<file path="src/rtl/ecw_pkg.sv">
package ecw_pkg;

   typedef enum logic [2:0] {
      ERR_NONE  = 3'd0,
      ERR_RANGE = 3'd1,
      ERR_ALIGN = 3'd2,
      ERR_LOOP  = 3'd3,
      ERR_EMPTY = 3'd4
   } ecw_err_e;

   typedef enum logic [2:0] {
      S_IDLE,
      S_READ,
      S_EVAL,
      S_WR_TAIL,
      S_WR_NEW,
      S_FIN
   } ecw_state_e;

endpackage

</file>
<file path="src/rtl/ecw_ptr_check.sv">
// Classifies a byte offset against the legal header window and alignment.
module ecw_ptr_check #(
   parameter int OFS_W       = 12,
   parameter int BASE_OFS    = 256,
   parameter int SPACE_BYTES = 4096,
   parameter int ALIGN_BYTES = 4
) (
   input  logic [OFS_W-1:0] ptr,
   output logic             bad_range,
   output logic             bad_align
);
   localparam int AL_B = $clog2(ALIGN_BYTES);
   localparam logic [OFS_W-1:0] LO_P = OFS_W'(BASE_OFS);
   localparam logic [OFS_W-1:0] HI_P = OFS_W'(SPACE_BYTES - 8);

   if (SPACE_BYTES > (1 << OFS_W)) begin : g_bad_space
      $error("ecw_ptr_check: SPACE_BYTES does not fit in OFS_W");
   end
   if (BASE_OFS >= SPACE_BYTES - 8) begin : g_bad_base
      $error("ecw_ptr_check: BASE_OFS leaves no room for headers");
   end
   if ((1 << AL_B) != ALIGN_BYTES) begin : g_bad_align
      $error("ecw_ptr_check: ALIGN_BYTES must be a power of two");
   end

   assign bad_range = (ptr < LO_P) || (ptr > HI_P);

   if (AL_B == 0) begin : g_no_align
      assign bad_align = 1'b0;
   end else begin : g_align
      assign bad_align = |ptr[AL_B-1:0];
   end

endmodule

</file>
<file path="src/rtl/ecw_step_guard.sv">
// Counts header reads during one walk and flags when the limit is reached.
module ecw_step_guard #(
   parameter int LIMIT = 1024,
   parameter bit EN    = 1'b1
) (
   input  logic clk,
   input  logic rst_n,
   input  logic clear,
   input  logic bump,
   output logic at_limit
);
   localparam int CW = $clog2(LIMIT + 1);
   localparam logic [CW-1:0] LIM_C = CW'(LIMIT);

   if (LIMIT < 1) begin : g_bad_limit
      $error("ecw_step_guard: LIMIT must be at least 1");
   end

   logic [CW-1:0] cnt;

   always_ff @(posedge clk or negedge rst_n) begin
      if (!rst_n) begin
         cnt <= '0;
      end else if (clear) begin
         cnt <= '0;
      end else if (bump && (cnt != LIM_C)) begin
         cnt <= cnt + 1'b1;
      end
   end

   if (EN) begin : g_guard
      assign at_limit = (cnt >= LIM_C);
   end else begin : g_noguard
      assign at_limit = 1'b0;
   end

endmodule

</file>
<file path="src/rtl/ecw_hdr_pack.sv">
// Builds the two header words an append writes.
module ecw_hdr_pack #(
   parameter int ID_W  = 16,
   parameter int VER_W = 4,
   parameter int OFS_W = 12
) (
   input  logic [ID_W+VER_W+OFS_W-1:0] old_hdr,
   input  logic [OFS_W-1:0]            link_ofs,
   input  logic [ID_W-1:0]             id,
   input  logic [VER_W-1:0]            ver,
   input  logic [OFS_W-1:0]            tail_next,
   output logic [ID_W+VER_W+OFS_W-1:0] patched_hdr,
   output logic [ID_W+VER_W+OFS_W-1:0] new_hdr
);
   localparam int KEEP_W = ID_W + VER_W;
   localparam int HDR_W  = KEEP_W + OFS_W;

   logic [OFS_W-1:0] unused_old_link;
   assign unused_old_link = old_hdr[HDR_W-1 -: OFS_W];

   assign patched_hdr = {link_ofs, old_hdr[KEEP_W-1:0]};
   assign new_hdr     = {tail_next, ver, id};

endmodule

</file>
<file path="src/rtl/ecap_chain_walker.sv">
module ecap_chain_walker
   import ecw_pkg::*;
#(
   parameter int OFS_W       = 12,
   parameter int ID_W        = 16,
   parameter int VER_W       = 4,
   parameter int DATA_W      = 32,
   parameter int BASE_OFS    = 256,
   parameter int SPACE_BYTES = 4096,
   parameter int ALIGN_BYTES = 4,
   parameter int STEP_LIMIT  = 1024,
   parameter bit GUARD_EN    = 1'b1
) (
   input  logic                                    clk,
   input  logic                                    rst_n,
   input  logic                                    op_valid,
   input  logic                                    op_append,
   input  logic [ID_W-1:0]                         op_id,
   input  logic [VER_W-1:0]                        op_ver,
   input  logic [OFS_W-1:0]                        op_ofs,
   output logic                                    busy,
   output logic                                    done,
   output logic                                    found,
   output logic [2:0]                              err_code,
   output logic [OFS_W-1:0]                        cap_ofs,
   output logic [OFS_W-1:0]                        prev_ofs,
   output logic                                    mem_req,
   output logic                                    mem_we,
   output logic [OFS_W-$clog2(ALIGN_BYTES)-1:0]    mem_addr,
   output logic [DATA_W-1:0]                       mem_wdata,
   input  logic [DATA_W-1:0]                       mem_rdata
);
   localparam int AL_B  = $clog2(ALIGN_BYTES);
   localparam int HDR_W = ID_W + VER_W + OFS_W;
   localparam logic [OFS_W-1:0] BASE_P = OFS_W'(BASE_OFS);

   if (DATA_W != HDR_W) begin : g_bad_width
      $error("ecap_chain_walker: header fields must fill DATA_W exactly");
   end

   ecw_state_e       st;
   logic             app_q, first_q;
   logic [ID_W-1:0]  tgt_q;
   logic [VER_W-1:0] ver_q;
   logic [OFS_W-1:0] nofs_q, cur_q, prv_q, nnext_q;
   logic [HDR_W-1:0] tail_q;
   logic             found_q;
   ecw_err_e         err_q;
   logic [OFS_W-1:0] cap_q, prev_q;

   logic [ID_W-1:0]  rd_id;
   logic [OFS_W-1:0] rd_next;
   logic             nxt_bad_range, nxt_bad_align;
   logic             new_bad_range, new_bad_align;
   logic             at_limit, accept;
   logic [HDR_W-1:0] patched_hdr, new_hdr;

   assign rd_id   = mem_rdata[ID_W-1:0];
   assign rd_next = mem_rdata[HDR_W-1 -: OFS_W];
   assign accept  = (st == S_IDLE) && op_valid;

   ecw_ptr_check #(
      .OFS_W(OFS_W), .BASE_OFS(BASE_OFS),
      .SPACE_BYTES(SPACE_BYTES), .ALIGN_BYTES(ALIGN_BYTES)
   ) u_next_chk (
      .ptr(rd_next), .bad_range(nxt_bad_range), .bad_align(nxt_bad_align)
   );

   ecw_ptr_check #(
      .OFS_W(OFS_W), .BASE_OFS(BASE_OFS),
      .SPACE_BYTES(SPACE_BYTES), .ALIGN_BYTES(ALIGN_BYTES)
   ) u_new_chk (
      .ptr(op_ofs), .bad_range(new_bad_range), .bad_align(new_bad_align)
   );

   ecw_step_guard #(
      .LIMIT(STEP_LIMIT), .EN(GUARD_EN)
   ) u_guard (
      .clk(clk), .rst_n(rst_n), .clear(accept),
      .bump(st == S_READ), .at_limit(at_limit)
   );

   ecw_hdr_pack #(
      .ID_W(ID_W), .VER_W(VER_W), .OFS_W(OFS_W)
   ) u_pack (
      .old_hdr(tail_q), .link_ofs(nofs_q), .id(tgt_q), .ver(ver_q),
      .tail_next(nnext_q), .patched_hdr(patched_hdr), .new_hdr(new_hdr)
   );

   always_ff @(posedge clk or negedge rst_n) begin
      if (!rst_n) begin
         st      <= S_IDLE;
         app_q   <= 1'b0;
         first_q <= 1'b0;
         tgt_q   <= '0;
         ver_q   <= '0;
         nofs_q  <= '0;
         cur_q   <= BASE_P;
         prv_q   <= '0;
         nnext_q <= '0;
         tail_q  <= '0;
         found_q <= 1'b0;
         err_q   <= ERR_NONE;
         cap_q   <= '0;
         prev_q  <= '0;
      end else begin
         case (st)
            S_IDLE: begin
               if (op_valid) begin
                  app_q   <= op_append;
                  first_q <= op_append && (op_ofs == BASE_P);
                  tgt_q   <= op_id;
                  ver_q   <= op_ver;
                  nofs_q  <= op_ofs;
                  cur_q   <= BASE_P;
                  prv_q   <= '0;
                  nnext_q <= '0;
                  found_q <= 1'b0;
                  err_q   <= ERR_NONE;
                  cap_q   <= '0;
                  prev_q  <= '0;
                  if (op_append && new_bad_range) begin
                     err_q <= ERR_RANGE;
                     st    <= S_FIN;
                  end else if (op_append && new_bad_align) begin
                     err_q <= ERR_ALIGN;
                     st    <= S_FIN;
                  end else begin
                     st <= S_READ;
                  end
               end
            end
            S_READ: st <= S_EVAL;
            S_EVAL: begin
               if (first_q) begin
                  nnext_q <= rd_next;
                  cap_q   <= nofs_q;
                  st      <= S_WR_NEW;
               end else if ((cur_q == BASE_P) && (mem_rdata == '0)) begin
                  if (app_q) err_q <= ERR_EMPTY;
                  st <= S_FIN;
               end else if (!app_q && (tgt_q != '0) && (rd_id == tgt_q)) begin
                  found_q <= 1'b1;
                  cap_q   <= cur_q;
                  prev_q  <= prv_q;
                  st      <= S_FIN;
               end else if (rd_next == '0) begin
                  prev_q <= cur_q;
                  if (app_q) begin
                     tail_q  <= mem_rdata;
                     cap_q   <= nofs_q;
                     nnext_q <= '0;
                     st      <= S_WR_TAIL;
                  end else begin
                     st <= S_FIN;
                  end
               end else if (nxt_bad_range) begin
                  err_q  <= ERR_RANGE;
                  prev_q <= cur_q;
                  st     <= S_FIN;
               end else if (nxt_bad_align) begin
                  err_q  <= ERR_ALIGN;
                  prev_q <= cur_q;
                  st     <= S_FIN;
               end else if (at_limit) begin
                  err_q  <= ERR_LOOP;
                  prev_q <= cur_q;
                  st     <= S_FIN;
               end else begin
                  prv_q <= cur_q;
                  cur_q <= rd_next;
                  st    <= S_READ;
               end
            end
            S_WR_TAIL: st <= S_WR_NEW;
            S_WR_NEW:  st <= S_FIN;
            S_FIN:     st <= S_IDLE;
            default:   st <= S_IDLE;
         endcase
      end
   end

   logic unused_lsb;
   assign unused_lsb = ^{cur_q[AL_B-1:0], nofs_q[AL_B-1:0]};

   always_comb begin
      mem_req   = 1'b0;
      mem_we    = 1'b0;
      mem_addr  = cur_q[OFS_W-1:AL_B];
      mem_wdata = '0;
      case (st)
         S_READ: begin
            mem_req = 1'b1;
         end
         S_WR_TAIL: begin
            mem_req   = 1'b1;
            mem_we    = 1'b1;
            mem_wdata = patched_hdr;
         end
         S_WR_NEW: begin
            mem_req   = 1'b1;
            mem_we    = 1'b1;
            mem_addr  = nofs_q[OFS_W-1:AL_B];
            mem_wdata = new_hdr;
         end
         default: ;
      endcase
   end

   assign busy     = (st != S_IDLE);
   assign done     = (st == S_FIN);
   assign found    = found_q;
   assign err_code = err_q;
   assign cap_ofs  = cap_q;
   assign prev_ofs = prev_q;

endmodule

</file>
<file path="config.mk">
export PLATFORM = sky130hd
export DESIGN_NAME = ecap_chain_walker
export DESIGN_NICKNAME = d
export VERILOG_FILES = /design/src/rtl/ecw_pkg.sv /design/src/rtl/ecw_ptr_check.sv /design/src/rtl/ecw_step_guard.sv /design/src/rtl/ecw_hdr_pack.sv /design/src/rtl/ecap_chain_walker.sv
export SDC_FILE = /design/constraint.sdc
export NUM_CORES = 1
export LEC_CHECK = 0
export BUFFER_PORTS_ARGS = -buffer_cell sky130_fd_sc_hd__buf_2
export CORE_UTILIZATION = 50
export CTS_CLUSTER_SIZE = 30
export DETAILED_ROUTE_END_ITERATION = 10
export PLACE_DENSITY = 0.84
export SLEW_MARGIN = 20
export SYNTH_ARGS = -nofsm -noshare
export SYNTH_HDL_FRONTEND = slang
export SYNTH_SLANG_ARGS = --single-unit
export TNS_END_PERCENT = 5
</file>
<file path="constraint.sdc">
create_clock -name clk -period 2.2 [get_ports clk]
set_input_delay 0.11 -clock clk [delete_from_list [all_inputs] [get_ports clk]]
set_output_delay 0.11 -clock clk [all_outputs]
set_load 0.02 [all_outputs]
</file>
==> impl_metrics.tcl <==
set metrics [dict create \
    status "finished, violations left" \
    violations "negative setup slack" \
    cts.sink_count 132 \
    areaGrowthSynthToFinish_pct 40.77 \
    viasPerCell 5.689 \
    synth_ff_type "dfrtp_1" \
    seq_area_mm2 0.003304 \
    dr.first_iter.drc_count 474 \
    num-fill-cells 802 \
    vdd_drop_max_mv 0.7434 \
    core_mm2 0.01282 \
    grt_start_max_net_pins 51 \
    yosysTopAreaCell "dfrtp_1" \
    cts_buffers 17 \
    rsz0062_at_grt "true" \
    grt_pass1_vias 6382 \
    fin_crit_ns 2.262 \
    clockRootBuffer "clkbuf_16" \
    p_per_area_mw_per_mm2 1125 \
    die_area_mm2 0.01387 \
    finalNonFillerCells 1081 \
    wire_per_inst_um 18.85 \
    firstDrtPassIters 5 \
    antenna_found_initial 0 \
    cts_max_path_buffers 2 \
    drtAntennaViolNets 0 \
    cp-end-kind "flip-flop" \
    setup_viol 24 \
    clock_latency_ns 0.43 \
    multi_input_area_mm2 0.003218 \
    io_pins 142 \
    path_clk_slew_ns 0.06 \
    syn_avg_cell_area_um2 10.33 \
    vias 6150 \
    clkPwrFrac_pct 29.6 \
    drv_cap 0 \
    hold_ws_ns 0.03044 \
    drive_gt1_share_pct 32.01 \
    p_leak_nw 4.770 \
    synth-seq-cells 132 \
    port_buffers 141 \
    num_rows 41 \
    netlist_area_mm2 0.006703 \
    diodes 0 \
    die_y_um 117.8 \
    gp_congestion 0.9748 \
    ys_types 62 \
    synthesis.nets 719 \
    syn_inst 649 \
    gr-total-overflow 0 \
    power.switching_w 0.003990 \
    fmax_mhz 442.1 \
    crit_arrival_ns 2.57 \
    synth_area_leaders "dfrtp_1, nand2_1, a22o_1" \
    slew_headroom_pct 60.47 \
    clock_tree.htree_level_count 4 \
    grtUsageTotal_pct 30.62 \
    finish.instance_area_mm2 0.009435 \
    routed_wl_mm 20.38 \
    yosysWarnings 0 \
    seqPwrFrac_pct 32.6 \
    skew_ns 0.007295 \
    cts_tree "yes" \
    placedCellCount 982 \
    crit_path_max_fanout 12 \
    synth_enable_flop_cells 0 \
    start_kind "input port" \
    nets 966 \
    switching_share_pct 37.58 \
    dpl.hpwl_mm 12.54 \
    finalHoldViolations 0 \
    dp_slack_ns -0.4418 \
    ys_seq_area_share_pct 49.30 \
    grt_pass1_wl_mm 32.90 \
    required_ns 2.51 \
    yosysTopAreaCellShare_pct 48.91 \
    synth_async_sr_flop_share_pct 100.0 \
    hold_path_class "in2reg" \
    fin_crit_sh_pct 102.8 \
    start_util_pct 52.26 \
    drv_slew 0 \
    drc_errors 0 \
    worst_slew_pin_slew_ns 0.5930 \
    placed_cell_area_mm2 0.007980 \
    fin_ws_ns -0.06176 \
    die_w_um 117.8 \
    combPwrFrac_pct 37.8 \
    p_int_w 0.006626 \
    critical_path_class "in2reg" \
]
==> cell type report <==
| type | instances | share of cell area (%) |
|---|---|---|
| repair buffers | 265 | 20.58 |
| clock inverters | 14 | 2.281 |
| inverters | 27 | 1.074 |
| multi-input cells | 453 | 34.11 |
| flip-flops and latches | 132 | 35.02 |
| well taps | 172 | 2.281 |
| clock buffers | 18 | 4.655 |
==> worst max-delay path: stages <==
cell           delay [ns]
dlygate4sd3_1        0.54
buf_2                0.15
nor4_1               0.37
nand4_1              0.30
nor3_2               0.27
a21oi_1              0.19
o31ai_4              0.12
buf_12               0.18
mux2_2               0.34
==> synth_stat cells (2+ instances only) <==
master / n
ha_1: 2
dfrtp_1: 131
or3_1: 3
and3_1: 6
nand4_1: 8
o21ai_1: 11
nor4_1: 15
xor2_1: 18
or2_2: 3
inv_1: 26
buf_6: 2
or2_1: 2
mux2i_1: 37
nand2_1: 147
clkbuf_1: 23
buf_1: 3
and4_1: 3
or4_1: 2
a22o_1: 44
o21ai_0: 3
nor3_1: 7
buf_4: 3
nor4_4: 3
mux2_1: 30
nor4b_1: 2
buf_2: 6
a21oi_1: 7
xnor2_1: 8
nor2_1: 24
a31o_2: 3
mux2_2: 24
nand3_1: 13
==> worst paths after layout <==
check	cells after the start	startpoint	end	slack, ns
max	9	mem_rdata[2]	prev_ofs[8]	-0.06
min	3	mem_rdata[22]	cur_q[2]	0.03
max reg2reg	8	tgt_q[15]	cap_ofs[2]	-0.02
min reg2reg	2	ver_q[1]	ver_q[1]	0.48
max in group asynchronous	3	rst_n	cur_q[8]	1.28
min in group asynchronous	2	rst_n	u_guard.cnt[0]	0.23
==> power groups by stage <==
| stage | logic (W) | registers [W] | clock network [W] |
|---|---|---|---|
| after global placement | 0.00356 | 0.00342 | 0 |
| after floorplan | 0.00217 | 0.00346 | 0 |
| final | 0.00401 | 0.00346 | 0.00314 |
| after detailed placement | 0.00360 | 0.00344 | 0 |
| after global routing | 0.00429 | 0.00350 | 0.00327 |
| after CTS | 0.00385 | 0.00341 | 0.00316 |
==> through the flow <==
step / TNS, ns / power, W / util [%]
after floorplan: 0 / 0.005625 / -
after global placement: -7.994 / 0.006980 / 62.22
after detailed placement: -9.970 / 0.007045 / 62.22
after CTS: 0 / 0.01042 / 73.01
after global routing: -2.716 / 0.01106 / 73.57
final: -0.8555 / 0.01062 / 73.57
==> layer usage <==
layer | share of wire (%) | track usage, % | routed length (um)
met4 | 3.4 | 14.82 | 698
met5 | 0 | 0 | 0
met2 | 49 | 51.03 | 10020
met3 | 7.5 | 5.959 | 1527
met1 | 40 | 38.09 | 8133
==> repair_timing <==
item,in CTS,in global routing
cloned,1,0
buffers inserted,4,2
pin swaps,4,5
endpoints found under the hold margin,106,0
setup endpoints to repair,68,90
gates resized for setup,10,13
hold buffers,60,0
==> kinds of logic (layout without fill, tap and decap cells) <==
| logic type | count (synthesis) | count (layout) | synth area share (%) |
|---|---|---|---|
| flip-flops | 132 | 132 | 49.30 |
| XOR/XNOR | 26 | 26 | 3.397 |
| buffers and inverters | 64 | 324 | 4.088 |
| adder cells (fa/ha/maj) | 2 | 2 | 0.3733 |
| AO/OA/AOI/OAI | 87 | 87 | 10.32 |
| AND/OR/NAND/NOR | 247 | 247 | 17.92 |
| multiplexers | 91 | 91 | 14.60 |
==> state kept, by name, summed over array words and instances (netlist names), 3 cells and up <==
| signal | flops |
|---|---|
| cap_ofs | 12 |
| cur_q | 12 |
| err_code | 3 |
| nnext_q | 12 |
| nofs_q | 12 |
| prev_ofs | 12 |
| prv_q | 12 |
| st | 3 |
| tail_q | 20 |
| tgt_q | 16 |
| u_guard.cnt | 11 |
| ver_q | 4 |
==> placed cells by master (no fill, tap or decap), types with 17 or more instances in the layout <==
| master | instances |
|---|---|
| buf_4 | 51 |
| a22o_1 | 44 |
| buf_2 | 140 |
| nor2_1 | 24 |
| nand2_1 | 147 |
| clkbuf_16 | 17 |
| mux2_1 | 30 |
| dlygate4sd3_1 | 60 |
| mux2_2 | 22 |
| dfrtp_1 | 131 |
| mux2i_1 | 34 |
| inv_1 | 26 |
| xor2_1 | 18 |
(Power assumes the default switching activity.)
